`src/rtl/prio_mask_pkg.sv`:
```
package prio_mask_pkg;
  localparam int PRIO_W = 8;
  localparam int NREG   = 2;
  localparam int SEL_W  = 1;
  typedef enum logic [SEL_W-1:0] {
    SEL_MASK    = 1'b0,
    SEL_RUNNING = 1'b1
  } reg_sel_e;
endpackage

```
`src/rtl/prio_view_xlat.sv`:
```
// Translation between stored priority and the shifted half-range view.
module prio_view_xlat #(
  parameter int W = 8
) (
  input  logic [W-1:0] stored,
  input  logic [W-1:0] wr_data,
  output logic [W-1:0] rd_view,
  output logic         wr_ok,
  output logic [W-1:0] wr_view
);
  always_comb begin
    rd_view = stored[W-1] ? {stored[W-2:0], 1'b0} : '0;
    wr_ok   = stored[W-1];
    wr_view = {1'b1, wr_data[W-1:1]};
  end
endmodule

```
`src/rtl/prio_reg_bank.sv`:
```
module prio_reg_bank
  import prio_mask_pkg::*;
#(
  parameter int W     = PRIO_W,
  parameter int N     = NREG,
  parameter int SW    = SEL_W
) (
  input  logic          clk,
  input  logic          rst,
  input  logic          rd,
  input  logic          wr,
  input  logic [SW-1:0] sel,
  input  logic [W-1:0]  wdata,
  input  logic          shifted,
  output logic [W-1:0]  rdata,
  output logic [W-1:0]  mask_q,
  output logic [W-1:0]  run_q
);
  localparam int MASK_IDX = 0;
  localparam int RUN_IDX  = 1;

  logic [W-1:0] reg_q   [N];
  logic [W-1:0] rd_view [N];
  logic [W-1:0] wr_view [N];
  logic         wr_ok   [N];
  logic [W-1:0] rdata_q;

  for (genvar g = 0; g < N; g++) begin : g_xlat
    prio_view_xlat #(.W(W)) u_xlat (
      .stored (reg_q[g]),
      .wr_data(wdata),
      .rd_view(rd_view[g]),
      .wr_ok  (wr_ok[g]),
      .wr_view(wr_view[g])
    );
  end

  always_ff @(posedge clk) begin
    if (rst) begin
      for (int i = 0; i < N; i++)
        reg_q[i] <= (i == RUN_IDX) ? {W{1'b1}} : '0;
    end else if (wr) begin
      for (int i = 0; i < N; i++) begin
        if (sel == SW'(i)) begin
          if (!shifted)
            reg_q[i] <= wdata;
          else if (i == MASK_IDX && wr_ok[i])
            reg_q[i] <= wr_view[i];
        end
      end
    end
  end

  always_ff @(posedge clk) begin
    if (rst)
      rdata_q <= '0;
    else if (rd)
      rdata_q <= shifted ? rd_view[sel] : reg_q[sel];
  end

  assign rdata  = rdata_q;
  assign mask_q = reg_q[MASK_IDX];
  assign run_q  = reg_q[RUN_IDX];

  AST_RESET_STATE: assert property (@(posedge clk)
    rst |=> (mask_q == '0 && run_q == {W{1'b1}} && rdata == '0));
  AST_RDATA_HOLD: assert property (@(posedge clk) disable iff (rst)
    !rd |=> $stable(rdata));
  AST_NS_WR_BLOCKED: assert property (@(posedge clk) disable iff (rst)
    (wr && shifted && sel == SW'(MASK_IDX) && !mask_q[W-1]) |=> $stable(mask_q));
  AST_NS_WR_TOPBIT: assert property (@(posedge clk) disable iff (rst)
    (wr && shifted && sel == SW'(MASK_IDX) && mask_q[W-1]) |=> mask_q[W-1]);
  AST_RUN_NS_STABLE: assert property (@(posedge clk) disable iff (rst)
    (wr && shifted && sel == SW'(RUN_IDX)) |=> $stable(run_q));
endmodule

```
`src/rtl/prio_irq_gate.sv`:
```
module prio_irq_gate #(
  parameter int W = 8
) (
  input  logic         clk,
  input  logic         rst,
  input  logic         pend_valid,
  input  logic [W-1:0] pend_prio,
  input  logic [W-1:0] mask,
  input  logic [W-1:0] running,
  output logic         irq
);
  logic beats_mask, beats_run, irq_q;

  always_comb begin
    beats_mask = pend_prio < mask;
    beats_run  = pend_prio < running;
  end

  always_ff @(posedge clk) begin
    if (rst) irq_q <= 1'b0;
    else     irq_q <= pend_valid && beats_mask && beats_run;
  end

  assign irq = irq_q;

  AST_IRQ_MASKED: assert property (@(posedge clk) disable iff (rst)
    (!pend_valid || pend_prio >= mask || pend_prio >= running) |=> !irq);
  AST_NS_PRIO_BLOCKED: assert property (@(posedge clk) disable iff (rst)
    (mask == W'(8'h7F) && pend_prio[W-1]) |=> !irq);
endmodule

```
`src/rtl/prio_mask_slice.sv`:
```
module prio_mask_slice
  import prio_mask_pkg::*;
#(
  parameter int W = PRIO_W
) (
  input  logic         clk,
  input  logic         rst,
  input  logic         reg_rd,
  input  logic         reg_wr,
  input  logic         reg_sel,
  input  logic [W-1:0] reg_wdata,
  output logic [W-1:0] reg_rdata,
  input  logic         acc_secure,
  input  logic         top_el_present,
  input  logic         fiq_route_top,
  input  logic         pend_valid,
  input  logic [W-1:0] pend_prio,
  output logic         irq_req
);
  logic         shifted;
  logic [W-1:0] mask_q, run_q;

  assign shifted = top_el_present && !acc_secure && fiq_route_top;

  prio_reg_bank #(.W(W), .N(NREG), .SW(SEL_W)) u_bank (
    .clk   (clk),
    .rst   (rst),
    .rd    (reg_rd),
    .wr    (reg_wr),
    .sel   (reg_sel),
    .wdata (reg_wdata),
    .shifted(shifted),
    .rdata (reg_rdata),
    .mask_q(mask_q),
    .run_q (run_q)
  );

  prio_irq_gate #(.W(W)) u_gate (
    .clk       (clk),
    .rst       (rst),
    .pend_valid(pend_valid),
    .pend_prio (pend_prio),
    .mask      (mask_q),
    .running   (run_q),
    .irq       (irq_req)
  );

  AST_SECURE_PASS: assert property (@(posedge clk) disable iff (rst)
    (reg_wr && !shifted && reg_sel == 1'b0) |=> mask_q == $past(reg_wdata));
endmodule

```
`config.mk`:
```
export PLATFORM = sky130hd
export DESIGN_NAME = prio_mask_slice
export DESIGN_NICKNAME = d
export VERILOG_FILES = /design/src/rtl/prio_mask_pkg.sv /design/src/rtl/prio_view_xlat.sv /design/src/rtl/prio_reg_bank.sv /design/src/rtl/prio_irq_gate.sv /design/src/rtl/prio_mask_slice.sv
export SDC_FILE = /design/constraint.sdc
export NUM_CORES = 1
export LEC_CHECK = 0
export BUFFER_PORTS_ARGS = -buffer_cell sky130_fd_sc_hd__buf_2
export CORE_ASPECT_RATIO = 1.2
export CORE_MARGIN = 8
export CORE_UTILIZATION = 34
export CTS_CLUSTER_DIAMETER = 150
export DETAILED_ROUTE_END_ITERATION = 16
export PLACE_DENSITY = 0.5
export SLEW_MARGIN = 20
export SYNTH_ARGS = -nofsm -noshare
export SYNTH_HDL_FRONTEND = slang
export SYNTH_HIERARCHICAL = 1
export SYNTH_SLANG_ARGS = --single-unit
```
`constraint.sdc`:
```
create_clock -name clk -period 2.5 [get_ports clk]
set_input_delay 0.375 -clock clk [delete_from_list [all_inputs] [get_ports clk]]
set_output_delay 0.375 -clock clk [all_outputs]
set_load 0.005 [all_outputs]
```
==> flow_metrics.env <==
export IMPL_status="finished clean"
export IMPL_cts_sinks=25
export IMPL_grt_pass1_vias=1355
export IMPL_tightest_slew_ns=0.5283
export IMPL_crit_chain="inv_1, ha_1, a22oi_1, nand4_1, a211oi_2, o31a_1"
export IMPL_drive_gt1_share_pct=26.84
export IMPL_ant_nets=0
export IMPL_wl_per_cell_um=15.15
export IMPL_path_max_fanout=12
export IMPL_clock_path_buffers=2
export IMPL_r2r_start="u_bank/reg_q[0][7]"
export IMPL_die_h_um=95.86
export IMPL_ctsHtreeMaxLevel=1
export IMPL_p_comb_share_pct=21.0
export IMPL_postCtsHoldBufs=0
export IMPL_vias_per_cell=5.048
export IMPL_antenna_found_initial=0
export IMPL_start_util_pct=34.58
export IMPL_hold_viol=0
export IMPL_wl_met3_um=205
export IMPL_hp_class="in2reg"
export IMPL_final_common_cell="buf_2"
export IMPL_cts_tree="done"
export IMPL_placed_cells=248
export IMPL_stdcell_count=252
export IMPL_track_usage_pct=10.01
export IMPL_cp_slowest_cell="edfxtp_1"
export IMPL_routed_wl_mm=3.817
export IMPL_p_int_uw=683.3
export IMPL_rsz0062_at_grt="false"
export IMPL_die_area_um2=7912
export IMPL_syn_num_nets=208
export IMPL_whs_path_depth=2
export IMPL_ys_warn_count=6
export IMPL_total_switching_power_uw=244.9
export IMPL_drcViolationCount=0
export IMPL_critPathKind="reg2reg"
export IMPL_postCtsResizedCells=0
export IMPL_area_delta_synth_final_pct=10.18
export IMPL_slew_headroom_pct=64.78
export IMPL_numCtsBuffers=3
export IMPL_n_antenna_cell=0
export IMPL_pwr_share_clk_pct=26.1
export IMPL_reg2reg_to="u_gate/irq"
export IMPL_hold_start="reg_wdata[0]"
export IMPL_core_um2=5225
export IMPL_die_width_um=82.55
export IMPL_io_buffers=33
export IMPL_fillers=544
export IMPL_maxCapViolations=0
export IMPL_rows=29
export IMPL_sw_frac_of_total_pct=26.38
export IMPL_finClkSkew_ns=0.003169
export IMPL_placed_cell_area_um2=1944
export IMPL_dp_hpwl_mm=3.081
export IMPL_synthesis_area_um2=1807
export IMPL_cpPeakStageDelay_ns=0.54
export IMPL_grt_max_degree=22
export IMPL_peakVddDrop_mv=0.1741
export IMPL_boundaryPins=34
export IMPL_postSynthCellCount=169
export IMPL_cts_setup_buffers=0
export IMPL_worstPathArrival_ns=1.94
export IMPL_fin_crit_sh_pct=69.02
export IMPL_drt_iter0_markers=34
export IMPL_met2_length_mm=1.972
export IMPL_grt_ovfl_total=0
export IMPL_cts_root_buf="clkbuf_8"
export IMPL_fin_area_um2=1991
export IMPL_routedLengthMet1_mm=1.567
export IMPL_final_cell_mix="33 x buf_2, 16 x inv_1, 16 x edfxtp_1"
export IMPL_via_count=1272
export IMPL_routabilityCongestion=0.8374
export IMPL_ff2ff_path_depth=6
export IMPL_ff2ff_setup_slack_ns=0.77
export IMPL_drv_slew=0
export IMPL_highest_layer="met4"
export IMPL_regArea_um2=660.6
export IMPL_final_setup_viol_count=0
export IMPL_nets=230
export IMPL_holdPathEnd="u_bank/reg_q[1][0]"
export IMPL_start_kind="flop"
export IMPL_setup_tns_ns=0
export IMPL_p_per_area_nw_per_um2=466.3
export IMPL_multi_input_comb_area_um2=965.9
export IMPL_syn_area_per_cell_um2=10.69
export IMPL_p_leak_nw=0.9451
export IMPL_seqPwrFrac_pct=52.9
export IMPL_path_clk_slew_ns=0.09
export IMPL_min_period_ns=1.725
export IMPL_drtPass1Iterations=4
export IMPL_clk_latency_ns=0.27
export IMPL_required_ns=2.72
export IMPL_cp_end_kind="flop"
export IMPL_grt_pass1_wl_mm=6.210
export IMPL_max_freq_mhz=579.6
[metrics by stage]
step                      setup WS (ns)  util (%)  total power [mW]  hold slack (ns)
final                            0.7746     38.10            0.9282           0.3837
after global routing             0.6237     38.10            0.9849           0.3819
after CTS                        0.7670     38.10            0.9411           0.3797
after detailed placement         0.6771     37.21            0.6991           0.4798
after global placement           0.7385     37.21            0.6934           0.4659
after floorplan                   1.040         -            0.6405           0.4850
[power by group through the flow]
stage / sequential, mW / combinational, mW / clock (mW)
3_5_place_dp: 0.502 / 0.197 / 0
6_report: 0.491 / 0.195 / 0.242
4_1_cts: 0.492 / 0.198 / 0.251
2_1_floorplan: 0.494 / 0.146 / 0
5_1_grt: 0.497 / 0.218 / 0.270
3_3_place_gp: 0.502 / 0.192 / 0
[registers in the layout, summed over array words and instances, names as in the netlist]
name and cells:
u_bank/reg_q 16, u_gate/irq 1, u_bank/rdata 8
[worst max-delay path, delay by kind of cell (launching register included)]
family                     cells  cell delay [ns]
AOI/OAI and AO/OA              3             0.56
adders and majority gates      1             0.34
buffers and inverters          1             0.11
DFF                            1             0.54
and+or+nand+nor                1             0.13
[metal layers]
layer | global-route usage, % | vias to the layer above
li1 | - | 631
met1 | 11.04 | 599
met2 | 17.72 | 34
met3 | 2.243 | 8
met4 | 4.467 | 0
met5 | 0 | -
[area by class of cell]
| type | instances | share of cell area, % |
|---|---|---|
| clock inverter | 1 | 0.2514 |
| timing repair buffer | 35 | 9.051 |
| inverter | 16 | 3.017 |
| clock buffer | 3 | 2.074 |
| tap | 62 | 3.897 |
| sequential | 25 | 33.19 |
| multi-input combinational | 110 | 48.52 |
[how the worst max path moves through the flow]
stage          cells past startpoint                 end          startpoint
2_1_floorplan                      5     u_bank/rdata[7]          acc_secure
3_3_place_gp                       5  u_bank/reg_q[0][1]          acc_secure
3_5_place_dp                       5  u_bank/reg_q[0][5]          acc_secure
4_1_cts                            6          u_gate/irq  u_bank/reg_q[0][7]
5_1_grt                            6          u_gate/irq  u_bank/reg_q[0][7]
6_report                           6          u_gate/irq  u_bank/reg_q[0][7]
Power figures use the tool's default switching activity.
